<file path="src/rtl/prbs_pkg.sv">
`timescale 1ns/1ps
package prbs_pkg;

  typedef enum logic {
    FILL_PRBS   = 1'b0,
    FILL_STATIC = 1'b1
  } fill_mode_e;

  // Register word addresses
  localparam logic [2:0] ADR_CTRL  = 3'd0;
  localparam logic [2:0] ADR_ROUTE = 3'd1;
  localparam logic [2:0] ADR_FILL  = 3'd2;
  localparam logic [2:0] ADR_STAT  = 3'd3;
  localparam logic [2:0] ADR_ERRS  = 3'd4;
  localparam logic [2:0] ADR_BITS  = 3'd5;

  // Control bit positions
  localparam int CTRL_EN     = 0;
  localparam int CTRL_STATIC = 1;
  localparam int CTRL_CLR    = 2;

  function automatic logic [3:0] ones8(input logic [7:0] v);
    logic [3:0] n;
    n = '0;
    for (int i = 0; i < 8; i++) n = n + {3'b000, v[i]};
    return n;
  endfunction

endpackage

</file>
<file path="src/rtl/prbs_gen.sv">
`timescale 1ns/1ps
module prbs_gen #(
  parameter int unsigned LEN = 15,
  parameter int unsigned TAP = 14
) (
  input  logic           clk,
  input  logic           rst_n,
  input  logic           adv_i,
  output logic [7:0]     byte_o,
  output logic [LEN-1:0] state_o
);

  logic [LEN-1:0] st_q;
  logic [LEN-1:0] st_nxt;
  logic [7:0]     byte_nxt;

  // Look eight feedback steps ahead of the current state
  always_comb begin
    logic [LEN-1:0] t;
    logic           fb;
    t = st_q;
    byte_nxt = '0;
    for (int i = 7; i >= 0; i--) begin
      fb = t[LEN-1] ^ t[TAP-1];
      byte_nxt[i] = fb;
      t = {t[LEN-2:0], fb};
    end
    st_nxt = t;
  end

  always_ff @(posedge clk) begin
    if (!rst_n) st_q <= '1;
    else if (adv_i) st_q <= st_nxt;
  end

  assign byte_o  = byte_nxt;
  assign state_o = st_q;

endmodule

</file>
<file path="src/rtl/prbs_chk.sv">
`timescale 1ns/1ps
module prbs_chk
  import prbs_pkg::*;
#(
  parameter int unsigned LEN      = 15,
  parameter int unsigned TAP      = 14,
  parameter int unsigned LOCK_RUN = 32,
  parameter int unsigned CNT_W    = 32,
  localparam int unsigned GW      = $clog2(LOCK_RUN + 1),
  localparam int unsigned SW      = CNT_W + 1
) (
  input  logic             clk,
  input  logic             rst_n,
  input  logic             clr_i,
  input  logic             run_i,
  input  fill_mode_e       mode_i,
  input  logic [7:0]       fill_i,
  input  logic             take_i,
  input  logic [7:0]       rx_i,
  output logic             lock_o,
  output logic [CNT_W-1:0] err_o,
  output logic [CNT_W-1:0] bits_o
);

  localparam logic [GW-1:0] RUN_G = GW'(LOCK_RUN);

  logic [LEN-1:0]   ref_q, ref_d;
  logic [GW-1:0]    good_q, good_d;
  logic             lock_q, lock_d;
  logic [CNT_W-1:0] err_q, bits_q;
  logic [3:0]       e_add, b_add;

  // Byte-parallel walk through eight received bits, MSB first
  always_comb begin
    logic p;
    ref_d  = ref_q;
    good_d = good_q;
    lock_d = lock_q;
    e_add  = '0;
    b_add  = '0;
    p      = 1'b0;
    if (mode_i == FILL_STATIC) begin
      e_add = ones8(rx_i ^ fill_i);
      b_add = 4'd8;
    end else begin
      for (int i = 7; i >= 0; i--) begin
        p = ref_d[LEN-1] ^ ref_d[TAP-1];
        if (lock_d) begin
          b_add = b_add + 4'd1;
          if (rx_i[i] != p) e_add = e_add + 4'd1;
          ref_d = {ref_d[LEN-2:0], p};
        end else begin
          if (rx_i[i] == p) begin
            if (good_d != RUN_G) good_d = good_d + 1'b1;
          end else begin
            good_d = '0;
          end
          ref_d = {ref_d[LEN-2:0], rx_i[i]};
          if (good_d == RUN_G) lock_d = 1'b1;
        end
      end
    end
  end

  function automatic logic [CNT_W-1:0] sat_add(input logic [CNT_W-1:0] a,
                                               input logic [3:0] b);
    logic [SW-1:0] s;
    s = {1'b0, a} + SW'(b);
    return s[CNT_W] ? '1 : s[CNT_W-1:0];
  endfunction

  always_ff @(posedge clk) begin
    if (!rst_n || clr_i) begin
      ref_q  <= '0;
      good_q <= '0;
      lock_q <= 1'b0;
      err_q  <= '0;
      bits_q <= '0;
    end else if (!run_i) begin
      good_q <= '0;
      lock_q <= 1'b0;
    end else if (take_i) begin
      ref_q  <= ref_d;
      good_q <= good_d;
      lock_q <= lock_d;
      err_q  <= sat_add(err_q, e_add);
      bits_q <= sat_add(bits_q, b_add);
    end
  end

  assign lock_o = lock_q;
  assign err_o  = err_q;
  assign bits_o = bits_q;

endmodule

</file>
<file path="src/rtl/prbs_wb_regs.sv">
`timescale 1ns/1ps
module prbs_wb_regs
  import prbs_pkg::*;
#(
  parameter int unsigned LW    = 3,
  parameter int unsigned CW    = 5,
  parameter int unsigned CNT_W = 32
) (
  input  logic             clk,
  input  logic             rst_n,
  input  logic             cyc_i,
  input  logic             stb_i,
  input  logic             we_i,
  input  logic [2:0]       adr_i,
  input  logic [31:0]      dat_i,
  output logic [31:0]      dat_o,
  output logic             ack_o,
  input  logic             lock_i,
  input  logic [CNT_W-1:0] err_i,
  input  logic [CNT_W-1:0] bits_i,
  output logic             en_o,
  output fill_mode_e       mode_o,
  output logic [LW-1:0]    link_o,
  output logic [CW-1:0]    chan_o,
  output logic [7:0]       fill_o,
  output logic             clr_o
);

  logic          ack_q;
  logic [31:0]   dat_q, rd;
  logic          en_q;
  fill_mode_e    mode_q;
  logic [LW-1:0] link_q;
  logic [CW-1:0] chan_q;
  logic [7:0]    fill_q;
  logic          accept, wr;

  assign accept = cyc_i && stb_i && !ack_q;
  assign wr     = accept && we_i;
  assign clr_o  = wr && (adr_i == ADR_CTRL) && dat_i[CTRL_CLR];

  always_comb begin
    rd = '0;
    case (adr_i)
      ADR_CTRL: begin
        rd[CTRL_EN]     = en_q;
        rd[CTRL_STATIC] = (mode_q == FILL_STATIC);
      end
      ADR_ROUTE: begin
        rd[LW-1:0] = link_q;
        rd[8 +: CW] = chan_q;
      end
      ADR_FILL:  rd[7:0] = fill_q;
      ADR_STAT:  rd[0] = lock_i;
      ADR_ERRS:  rd = 32'(err_i);
      ADR_BITS:  rd = 32'(bits_i);
      default:   rd = '0;
    endcase
  end

  always_ff @(posedge clk) begin
    if (!rst_n) begin
      ack_q  <= 1'b0;
      dat_q  <= '0;
      en_q   <= 1'b0;
      mode_q <= FILL_PRBS;
      link_q <= '0;
      chan_q <= '0;
      fill_q <= '0;
    end else begin
      ack_q <= accept;
      if (accept && !we_i) dat_q <= rd;
      if (wr) begin
        case (adr_i)
          ADR_CTRL: begin
            en_q   <= dat_i[CTRL_EN];
            mode_q <= dat_i[CTRL_STATIC] ? FILL_STATIC : FILL_PRBS;
          end
          ADR_ROUTE: begin
            link_q <= dat_i[LW-1:0];
            chan_q <= dat_i[8 +: CW];
          end
          ADR_FILL: fill_q <= dat_i[7:0];
          default: ;
        endcase
      end
    end
  end

  assign ack_o  = ack_q;
  assign dat_o  = dat_q;
  assign en_o   = en_q;
  assign mode_o = mode_q;
  assign link_o = link_q;
  assign chan_o = chan_q;
  assign fill_o = fill_q;

endmodule

</file>
<file path="src/rtl/prbs_chan_tester.sv">
`timescale 1ns/1ps
module prbs_chan_tester
  import prbs_pkg::*;
#(
  parameter int unsigned LINKS    = 8,
  parameter int unsigned CHANS    = 32,
  parameter int unsigned CNT_W    = 32,
  parameter int unsigned PRBS_LEN = 15,
  parameter int unsigned PRBS_TAP = 14,
  parameter int unsigned LOCK_RUN = 32,
  localparam int unsigned LW      = $clog2(LINKS),
  localparam int unsigned CW      = $clog2(CHANS)
) (
  input  logic          clk,
  input  logic          rst_n,
  input  logic          wb_cyc_i,
  input  logic          wb_stb_i,
  input  logic          wb_we_i,
  input  logic [2:0]    wb_adr_i,
  input  logic [31:0]   wb_dat_i,
  output logic [31:0]   wb_dat_o,
  output logic          wb_ack_o,
  input  logic          frm_stb_i,
  input  logic [LW-1:0] frm_link_i,
  input  logic [CW-1:0] frm_chan_i,
  input  logic [7:0]    rx_byte_i,
  output logic          tx_sel_o,
  output logic [7:0]    tx_byte_o
);

  logic                cfg_en;
  fill_mode_e          cfg_mode;
  logic [LW-1:0]       cfg_link;
  logic [CW-1:0]       cfg_chan;
  logic [7:0]          cfg_fill;
  logic                clr_pulse;
  logic                chk_lock;
  logic [CNT_W-1:0]    err_cnt, bit_cnt;
  logic [7:0]          gen_byte;
  logic [PRBS_LEN-1:0] gen_state;
  logic                slot_hit;

  prbs_wb_regs #(.LW(LW), .CW(CW), .CNT_W(CNT_W)) regs_i (
    .clk(clk), .rst_n(rst_n),
    .cyc_i(wb_cyc_i), .stb_i(wb_stb_i), .we_i(wb_we_i),
    .adr_i(wb_adr_i), .dat_i(wb_dat_i), .dat_o(wb_dat_o), .ack_o(wb_ack_o),
    .lock_i(chk_lock), .err_i(err_cnt), .bits_i(bit_cnt),
    .en_o(cfg_en), .mode_o(cfg_mode), .link_o(cfg_link), .chan_o(cfg_chan),
    .fill_o(cfg_fill), .clr_o(clr_pulse)
  );

  assign slot_hit = frm_stb_i && cfg_en &&
                    (frm_link_i == cfg_link) && (frm_chan_i == cfg_chan);

  prbs_gen #(.LEN(PRBS_LEN), .TAP(PRBS_TAP)) gen_i (
    .clk(clk), .rst_n(rst_n),
    .adv_i(slot_hit && (cfg_mode == FILL_PRBS)),
    .byte_o(gen_byte), .state_o(gen_state)
  );

  prbs_chk #(.LEN(PRBS_LEN), .TAP(PRBS_TAP), .LOCK_RUN(LOCK_RUN), .CNT_W(CNT_W)) chk_i (
    .clk(clk), .rst_n(rst_n), .clr_i(clr_pulse), .run_i(cfg_en),
    .mode_i(cfg_mode), .fill_i(cfg_fill), .take_i(slot_hit), .rx_i(rx_byte_i),
    .lock_o(chk_lock), .err_o(err_cnt), .bits_o(bit_cnt)
  );

  assign tx_sel_o  = slot_hit;
  assign tx_byte_o = !slot_hit ? 8'h00 :
                     (cfg_mode == FILL_STATIC) ? cfg_fill : gen_byte;

endmodule

</file>
<file path="config.mk">
export PLATFORM = sky130hd
export DESIGN_NAME = prbs_chan_tester
export DESIGN_NICKNAME = d
export VERILOG_FILES = /design/src/rtl/prbs_pkg.sv /design/src/rtl/prbs_gen.sv /design/src/rtl/prbs_chk.sv /design/src/rtl/prbs_wb_regs.sv /design/src/rtl/prbs_chan_tester.sv
export SDC_FILE = /design/constraint.sdc
export NUM_CORES = 1
export LEC_CHECK = 0
export BUFFER_PORTS_ARGS = -buffer_cell sky130_fd_sc_hd__buf_2
export CORE_MARGIN = 2
export CORE_UTILIZATION = 34
export DETAILED_ROUTE_END_ITERATION = 6
export SLEW_MARGIN = 10
export SYNTH_ARGS = -nofsm -noshare
export SYNTH_HDL_FRONTEND = slang
export SYNTH_SLANG_ARGS = --single-unit
</file>
<file path="constraint.sdc">
create_clock -name clk -period 23.7 [get_ports clk]
set_input_delay 2.37 -clock clk [delete_from_list [all_inputs] [get_ports clk]]
set_output_delay 2.37 -clock clk [all_outputs]
set_load 0.01 [all_outputs]
</file>
# After elaboration in Yosys (flattened, before gate mapping)
# Cells that the tools add are included.
# Widths: inputs -> output; s select.
[totals]
out_inout_bits = 42
ff_bits = 152
inputBits = 57
elab_cells = 260
[op_classes]
n_reduce_logical = 22
n_eq_ne = 39
bitwise = 19
add_sub_neg = 31
n_mux = 136
[op_table]
columns = ["cell", "count"]
rows = [
  ["$mux 6", 47],
  ["$mux 4", 38],
  ["$mux 15", 7],
  ["$add 32x4->33", 2],
  ["$mux 32", 2],
  ["$add 4x1->4 const B", 14],
  ["$add 6x1->6 const B", 8],
  ["$eq 6x6->1 const B", 8],
  ["$ne 6x6->1 const B", 8],
  ["$pmux 19 s2", 1],
  ["$mux 1", 34],
  ["$pmux 5 s3", 2],
  ["$add 4x1->4", 6],
  ["$mux 8", 2],
  ["$xor 1x1->1", 16],
  ["$logic_and 1x1->1", 10],
  ["$reduce_and 2->1", 5],
  ["$eq 1x1->1", 8],
  ["$ne 1x1->1", 8],
  ["$xor 8x8->8", 1],
  ["$eq 3x2->1 const B", 2],
  ["$eq 3x3->1 const B", 2],
  ["$pmux 1 s6", 1],
  ["$eq 5x5->1", 1],
  ["other kinds (11)", 14],
]

# Logic depth before layout (Yosys ltp)
# Gate-level depths: netlist (run 1).
[depth]
ltp_word = 57
mapped_depth = 63
depth_no_buf = 61

# By module
# Synthesis (run 1) repeated with hierarchy kept, for this count alone.
[unflattened]
hier_cells = 1402
hier_area_um2 = 11566.1
[by_module_without_submodules]
columns = ["mod", "seq_area_each_um2", "cells_per_inst", "area_each_um2", "n_inst"]
rows = [
  ["prbs_chk", 1721.7, 1036, 8166.6, 1],
  ["prbs_wb_regs", 1021.0, 277, 2528.7, 1],
  ["prbs_gen", 300.3, 57, 615.6, 1],
  ["prbs_chan_tester", 0.0, 32, 255.2, 1],
]

# Least setup slack after synthesis (run 1)
# No wires, ideal clock.
[synth_path]
path_type = "input to register"
from = "input rx_byte_i[7]"
to = "register chk_i.err_q[30], in the netlist chk_i.err_o[30]"
cell_stages = 60
setup_slack_ps = 11588
setup_time_ps = 133
required_ps = 23567
arrival_ps = 11979
cell_sequence = "xor3_2 buf_6 a211oi_2 a22o_1 inv_2 ha_1 o31ai_1 o31ai_1 and2_1 o31a_1 ha_1 nand2_1 a21oi_1 o21a_1 a2111oi_0 nor3_1 inv_1 ha_1 (+24 left out) buf_4 nand2_1 xnor2_1 mux2i_1 ha_1 inv_1 fa_1 nor2b_1 o21ai_0 nand2b_1 nand3_1 nor2_1 nand2_1 nor2_1 nand2_1 nor3_1 xnor2_1 a21oi_1"
[synth_via]
elab_chain_cells = 54
elab_cells_between_ends = 116
classes_between = "add/sub: 15; eq/ne: 15; mux: 85; bitwise: 1"
[synth_rtl]
columns = ["element", "line_no", "text"]
rows = [
  ["start, declared", "prbs_chan_tester.sv:26", "input logic [7:0] rx_byte_i,"],
  ["$eq 1x1->1", "prbs_chk.sv:53", "if (rx_i[i] == p) begin"],
  ["$mux 6", "prbs_chk.sv:53", ""],
  ["$mux 6", "prbs_chk.sv:48", "if (lock_d) begin"],
  ["$mux 6", "prbs_chk.sv:42", "if (mode_i == FILL_STATIC) begin"],
  ["$mux 6", "prbs_chk.sv:48", ""],
  ["$mux 6", "prbs_chk.sv:42", ""],
  ["$add 6x1->6 or $ne 6x6->1 (tied branches)", "prbs_chk.sv:54", "if (good_d != RUN_G) good_d = good_d + 1'b1;"],
  ["$mux 6", "prbs_chk.sv:54", ""],
  ["(+38 left out)", "--", ""],
  ["$eq 6x6->1", "prbs_chk.sv:59", "if (good_d == RUN_G) lock_d = 1'b1;"],
  ["$mux 1", "prbs_chk.sv:59", ""],
  ["$mux 1", "prbs_chk.sv:48", ""],
  ["$mux 1", "prbs_chk.sv:42", ""],
  ["$mux 4", "prbs_chk.sv:48", ""],
  ["$mux 4 *", "prbs_chk.sv:42", ""],
  ["$add 32x4->33 *", "prbs_chk.sv:68", "s = {1'b0, a} + SW'(b);"],
  ["$mux 32 *", "prbs_chk.sv:69", "return s[CNT_W] ? '1 : s[CNT_W-1:0];"],
  ["end signal, assigned", "prbs_chk.sv:86", "err_q <= sat_add(err_q, e_add);"],
  ["end, declared", "prbs_chk.sv:30", "logic [CNT_W-1:0] err_q, bits_q;"],
]
# Mark *: on every way between the ends. The rest lies on a longest branch, timed or not. The select of a mux whose other input is x is not followed.
# A chain may end at the register's enable or synchronous reset.

# Worst setup path in the final report (run 1)
[layout_path]
from = "input rx_byte_i[7]"
to = "register chk_i.err_q[15], in the netlist chk_i.err_o[15]"
# The elaborated chain is that of the path after synthesis.

==> results of run 1 <==
## state kept, by name, indices dropped and copies added, names as in the netlist, 5 cells and up
register,count
chk_i.bits_o,32
chk_i.err_o,32
chk_i.good_q,6
chk_i.ref_q,15
gen_i.state_o,15
regs_i.chan_o,5
regs_i.dat_o,32
regs_i.fill_o,8
## logic make-up after synthesis
group           count (synthesis)
flops                         152
xor+xnor                      128
simple gates                  562
mux                            59
buf+inv                       121
fa+ha+maj                      43
compound gates                384
## area by class of cell
cell class / instances / area, um2
sequential: 152 / 3040
multi-input combinational: 1176 / 7850
inverter: 51 / 191
clock inverter: 12 / 125
clock buffer: 20 / 457
timing repair buffer: 90 / 478
fill: 3395 / 20100
tap: 442 / 553
## critical path, delay by kind of cell
kind	cells	cell delay (ns)
mux	2	0.53
xor+xnor	5	1.16
simple gates	22	5.40
compound gates	13	3.03
fa+ha+maj	8	1.80
buf+inv	4	0.37
## metal layers
layer	GRT usage, %	routed length, um	vias up	part of all wire, %
met4	6.23	670	0	2.0
met5	0	0	-	0
met3	2.74	1310	42	4.0
met1	25.2	15700	5096	48
met2	30.9	15200	264	46
li1	-	-	5319	-
## power by group through the flow
stage	Combinational (uW)	Clock (uW)	Sequential (uW)
after detailed placement	51.8	0	262
after floorplan	37.2	0	262
final	52.4	272	256
after global routing	57.9	287	256
after global placement	51.4	0	262
after CTS	52.1	277	256
## synth_stat cells (7+ instances only)
cell / count / area [um2]
mux2_2: 7 / 78.8
buf_1: 10 / 37.5
nor3_1: 50 / 250
or3_1: 11 / 68.8
a31oi_1: 14 / 87.6
nand2b_1: 12 / 75.1
xor2_1: 52 / 455
o21ai_0: 46 / 230
clkbuf_1: 48 / 180
a21o_1: 7 / 52.6
buf_2: 7 / 35.0
and3_1: 26 / 163
o31a_1: 9 / 78.8
and2_1: 23 / 144
a21oi_1: 141 / 706
o211a_1: 9 / 90.1
mux2i_1: 51 / 510
o211ai_1: 21 / 158
o21a_1: 9 / 67.6
a211oi_1: 12 / 90.1
nor2b_1: 49 / 307
nand3_1: 65 / 325
o21ai_1: 7 / 35.0
inv_1: 45 / 169
dfxtp_1: 152 / 3040
o31ai_1: 10 / 75.1
nand4_1: 14 / 87.6
xnor2_1: 73 / 639
nor4_1: 14 / 87.6
nand2_1: 135 / 507
a22oi_1: 21 / 158
ha_1: 37 / 463
nor2_1: 123 / 462
## metrics by stage
stage	util, %	power (uW)	worst slack, ns
CTS	38.7	585	9.50
detailed placement	37.0	314	9.08
finish	38.7	581	9.35
global route	38.7	601	8.46
floorplan	-	299	11.59
global placement	37.0	313	9.23
## worst max path at each step
stage	slack [ns]	start	endpoint	depth (start not counted)
final	9.35	rx_byte_i[7]	chk_i.err_o[15]$_SDFFE_PP0P_	54
after global routing	8.46	rx_byte_i[7]	chk_i.err_o[15]$_SDFFE_PP0P_	55
after CTS	9.50	rx_byte_i[7]	chk_i.err_o[15]$_SDFFE_PP0P_	54
after detailed placement	9.08	rx_byte_i[7]	chk_i.err_o[15]$_SDFFE_PP0P_	54
after global placement	9.23	rx_byte_i[7]	chk_i.err_o[31]$_SDFFE_PP0P_	54
after floorplan	11.59	rx_byte_i[7]	chk_i.err_o[30]$_SDFFE_PP0P_	60
==> results.md, run 1 <==
- Worst-path maximum fanout: 25
- DP HPWL: 24.2 mm
- All-Layer GR Usage: 18.8%
- Dpl cells: 1911
- Reg2reg start: chk_i.good_q[0]$_SDFFE_PP0P_
- Bufs on Longest Clock Path: 2
- Fraction of layout cells with a size suffix above 1: 12.3%
- Overall routed net length: 32.9 mm
- Rel. slew slack: 34.8%
- Post-route ant nets: 0
- Initial core utilization: 34.7%
- Synthesis warning total: 0
- Count of state elements after synthesis: 152
- Slew @ Worst Pin: 0.978 ns
- Die span in x: 187 um
- Post-synthesis mux area share: 5.30%
- CTS Sinks: 152
- Peak VDD IR: 0.0584 mV
- Nets: 1588
- Post-DR wirelength/cell: 16.9 um
- Cts bufs inserted: 17
- Share of power burned in registers: 44.2%
- Syn Inst Count: 1449
- CP arrival: 14.70 ns
- Initial DRC count: 712
- Worst flop-to-flop path endpoint: chk_i.err_o[15]$_SDFFE_PP0P_
- Async SR Flop Fraction: 0%
- Grt total ovfl: 0
- Postcts setup bufs: 0
- Combinational family with the most area after synthesis: simple AND/OR/NAND/NOR gates
- Clock Power Share: 46.8%
- Worst-case hold slack: 0.457 ns
- Crit share post-route: 60.5%
- Post-synthesis cell type count: 103
- Post-CTS Hold Buffers: 0
- Finished Cell Area: 12700 um2
- Reg-to-reg slack, setup: 10.52 ns
- Fin cells: 1943
- Post-synth net total: 1549
- Syn avg cell area: 7.85 um2
- Setup TNS: 0 ns
- Worst Setup Start Kind: input pin
- Final setup vio count: 0
- Unrepaired setup endpoints after global routing: no
- Root Driver: clkbuf_16
- EDFF count, synth: 0
- Final Hold Viols: 0
- Commonest non-fill, non-tap cell in the layout: dfxtp_1
- Worst-case reg-to-reg path depth: 52
- Port Buffers: 79
- Initial antenna violation count: 0
- Hold Startpoint: chk_i.ref_q[3]$_SDFFE_PP0P_
- Combinational share of power: 9.0%
- GPL Wtd Cong: 0.874
- Synthesized cell area: 11400 um2
- Htree depth: 4
- Die area: 34900 um2
- Crit Path Class: in2reg
- Number of global-route vias before repair: 10300
- # resized after CTS: 0
- Die Y: 187 um
- Setup Skew: 0.00682 ns
- Worst skew pair latency: 0.44 ns
- Fmax: 69.7 MHz
- Worst path required time: 24.05 ns
- Crit-path slowest cell: nand2_1
- Leakage: 0.00487 uW
- Period minus WS final: 14.35 ns
- Crit path top cell by count: ha_1
- Worst Hold Path EP: chk_i.ref_q[11]$_SDFFE_PP0P_
- Adder-cell share of the synthesized area: 5.12%
- Via density: 5.52
- Psw: 146 uW
- Status: finished, final reports clean
- CTS clk-pin slew, worst paths: 0.06 ns
- Largest net degree at the start of global routing: 70
- Vias: 10700
- Pwr/cell area: 45.7 nW/um2
- Main flop type after synthesis: dfxtp_1
- Row count: 66
- Min-Delay Path Class: reg2reg
- Simple-gate portion of the synthesized area: 24.9%
- Core Box Area: 32800 um2
- Max incr delay on CP: 0.81 ns
- Compound-Gate Fraction of Synth Area: 23.4%
- Global-route wire length before repair: 53.9 mm
- Most frequent cells in the layout: dfxtp_1, a21oi_1, nand2_1
- Placed cell area: 12100 um2
- Drt pass-1 iters: 5
- Ant. Diodes: 0
- Cells on Worst Hold Path: 2
- Register area share after synthesis: 26.7%
- CTS tree: built
- DRC errors left: 0
- Max_cap viols: 0
- Post-Synth XOR/XNOR Area: 10.2%
- Max-slew violation count: 0
- P&R area growth vs syn: 11.6%
- Switching portion of total power: 25.2%
- Int Power: 434 uW
- Worst Setup End Kind: flop
- IO Pins: 99
(Power assumes the default switching activity.)
==> run 2: changes to the inputs <==
--- a/config.mk
+++ b/config.mk
@@ -5,6 +5,7 @@
 export SDC_FILE = /design/constraint.sdc
 export NUM_CORES = 1
 export LEC_CHECK = 0
+export ABC_AREA = 1
 export BUFFER_PORTS_ARGS = -buffer_cell sky130_fd_sc_hd__buf_2
 export CORE_MARGIN = 2
 export CORE_UTILIZATION = 34
==> constraint.sdc (replaced) <==
create_clock -name clk -period 12.73 [get_ports clk]
set_input_delay 1.273 -clock clk [delete_from_list [all_inputs] [get_ports clk]]
set_output_delay 1.273 -clock clk [all_outputs]
set_load 0.01 [all_outputs]
==> results.md, run 2 <==
- Fin cells: 2172 (+12%)
- Period minus WS final: 10.60 ns
- Initial DRC count: 825 (+16%)
- Post-DR wirelength/cell: 14.3 um (-15%)
- CTS Sinks: 152 (unchanged)
- EDFF count, synth: 0 (unchanged)
- DP HPWL: 23.3 mm (-3.8%)
- Nets: 1858 (+17%)
- Overall power: 1080 uW (+87%)
- Synthesized cell area: 10900 um2 (-4.3%)
- Bufs on Longest Clock Path: 2 (unchanged)
- Crit-path slowest cell: dfxtp_1
- Die span in x: 183 um (-2.1%)
- Port Buffers: 79 (unchanged)
- Row count: 65 (-1.5%)
- Via density: 5.11 (-7.4%)
- CP arrival: 10.90 ns (-3.80 ns)
- Core Box Area: 31600 um2 (-3.7%)
- Crit path top cell by count: nand2_1
- Met2 GRT Util: 31.3% (+0.41 points)
- CTS clk-pin slew, worst paths: 0.07 ns (about the same)
- Fin worst setup slack: 2.13 ns (-7.22 ns)
- Commonest non-fill, non-tap cell in the layout: nand2_1
- Worst-case hold slack: 0.466 ns (+0.00914 ns)
- Async SR Flop Fraction: 0% (unchanged)
- Worst Setup End Kind: flop
- Setup slack at placement: 1.92 ns (-7.15 ns)
- Post-CTS Hold Buffers: 0 (unchanged)
- Largest net degree at the start of global routing: 61 (-13%)
- CTS tree: built
- Root Driver: clkbuf_16
- Pwr/cell area: 89.0 nW/um2 (+95%)
- Worst path required time: 13.03 ns (-11.02 ns)
- Fillcell total: 3419 (+0.71%)
- Synth top cells by count: nand2_1, inv_1, nor2_1
- Crit Path Class: reg2reg
- Number of global-route vias before repair: 10200 (-0.75%)
- Fmax: 94.3 MHz
- P&R area growth vs syn: 11.8%
- DRC errors left: 0 (unchanged)
- Ant. Diodes: 0 (unchanged)
- Crit share post-route: 83.3%
- Storage cell area: 3040 um2 (unchanged)
- Initial core utilization: 34.5% (-0.19 points)
- Grt met3 use: 2.60% (-0.14 points)
- Syn Inst Count: 1707 (+18%)
- Most frequent cell after synthesis: nand2_1
- Synthesis warning total: 0 (unchanged)
- Die area: 33500 um2 (-4.2%)
- Setup Skew: 0.0113 ns (+0.00452 ns)
- Top-area cell type share of the netlist area: 27.9% (+1.2 points)
- All-Layer GR Usage: 18.6% (-0.20 points)
- Gr busiest metal: met2
- Die Y: 183 um (-2.1%)
- Drt pass-1 iters: 5 (unchanged)
- Synth area leader: dfxtp_1
- Main flop type after synthesis: dfxtp_1
- Post-synth net total: 1807 (+17%)
- Syn avg cell area: 6.38 um2 (-19%)
- Rel. slew slack: 27.8% (-7.0 points)
- Worst-path maximum fanout: 17 (-32%)
- Most frequent cells in the layout: nand2_1, inv_1, nor2_1
- Register area share after synthesis: 27.9% (+1.2 points)
- Unrepaired setup endpoints after global routing: no
- Post-synthesis cell type count: 53 (-49%)
- Leakage: 0.00536 uW (+10%)
- Setup TNS: 0 ns (unchanged)
- Dpl cells: 2141 (+12%)
- Global-route wire length before repair: 51.0 mm (-5.4%)
- Postcts setup bufs: 0 (unchanged)
- Cts bufs inserted: 17 (unchanged)
- Peak VDD IR: 0.103 mV (+77%)
- Status: finished, final reports clean
- M1 GR Usage: 25.0% (-0.20 points)
- Worst skew pair latency: 0.44 ns (about the same)
- Final setup vio count: 0 (unchanged)
- Initial antenna violation count: 0 (unchanged)
- Max_cap viols: 0 (unchanged)
- Htree depth: 4 (unchanged)
- Max-slew violation count: 0 (unchanged)
- Area of the multi-input gates: 6810 um2 (-13%)
- Min-Delay Path Class: reg2reg
- Overall routed net length: 31.1 mm (-5.4%)
- Worst Setup Start Kind: flop
- Count of state elements after synthesis: 152 (unchanged)
- Top post-synthesis cells by area: dfxtp_1, nand2_1, inv_1
- Grt total ovfl: 0 (unchanged)
- Post-route ant nets: 0 (unchanged)
- Vias: 11100 (+3.6%)
- Final Hold Viols: 0 (unchanged)
- Fraction of layout cells with a size suffix above 1: 12.3% (-0.065 points)
- GPL Wtd Cong: 0.856 (-2.1%)
- # resized after CTS: 0 (unchanged)
- Max incr delay on CP: 0.63 ns (-0.18 ns)
- IO Pins: 99 (unchanged)
- Slew @ Worst Pin: 1.07 ns (+0.0949 ns)
[run 2: cell types whose count changed after synthesis, sizes merged, moves of 23 or more]
cell and change:
nand3 +62, o21ai +23, and3 -25, mux2i -51, nand2 +323, nor2 +64, nand4 +30, inv +156
xnor2 -54, nor2b -49
[run 2: final cells by class]
cell class / instances / area share (%)
multi-input combinational: 1292 / 55.9
sequential: 152 / 25.0
inverter: 209 / 6.46
tap: 402 / 4.13
clock buffer: 22 / 4.06
timing repair buffer: 86 / 3.68
clock inverter: 9 / 0.730
[run 2: final timing paths]
| kind | start | endpoint | slack, ns | cells after the start |
|---|---|---|---|---|
| hold reg to reg | chk_i.ref_q[1]$_SDFFE_PP0P_ | chk_i.ref_q[1]$_SDFFE_PP0P_ | 0.47 | 2 |
| setup / recovery | chk_i.lock_o$_SDFFE_PP0P_ | chk_i.err_o[31]$_SDFFE_PP0P_ | 2.13 | 76 |
| setup reg to reg | chk_i.lock_o$_SDFFE_PP0P_ | chk_i.err_o[31]$_SDFFE_PP0P_ | 2.13 | 76 |
| hold / removal | chk_i.ref_q[1]$_SDFFE_PP0P_ | chk_i.ref_q[1]$_SDFFE_PP0P_ | 0.47 | 2 |
[run 2: kinds of logic after synthesis]
logic type	count (synthesis)	synth area share, %
flops	152	27.9
compound gates	292	15.3
mux	1	0.0919
fa+ha+maj	43	5.35
xor+xnor	66	5.38
simple gates	890	36.4
buf+inv	263	9.55
[run 2: layer usage]
| metal | vias up | routed length [um] | share of wire (%) |
|---|---|---|---|
| met5 | - | 0 | 0 |
| met4 | 0 | 454 | 1.5 |
| met3 | 30 | 1070 | 3.4 |
| met2 | 215 | 14600 | 47 |
| met1 | 5150 | 15000 | 48 |
| li1 | 5708 | - | - |
[run 2: per-stage QoR]
stage / util [%] / area [um2]
2_1_floorplan: - / 10900
3_3_place_gp: 36.7 / 11600
3_5_place_dp: 36.7 / 11600
4_1_cts: 38.6 / 12200
5_1_grt: 38.6 / 12200
6_report: 38.6 / 12200
[run 2: worst max-delay path, delay by kind of cell (launching register included)]
kind                     cells  cell delay (ns)
AND/OR/NAND/NOR             54             6.51
buffers and inverters       11             1.50
adder cells (fa/ha/maj)      7             1.37
flip-flops                   1             0.63
AO/OA/AOI/OAI                3             0.25
XOR/XNOR                     1             0.17
[run 2: power breakdown]
part           switching (uW)  total, uW  internal, uW
Clock                     209        504           294
Sequential               2.79        482           480
Combinational            64.8       97.1          32.3
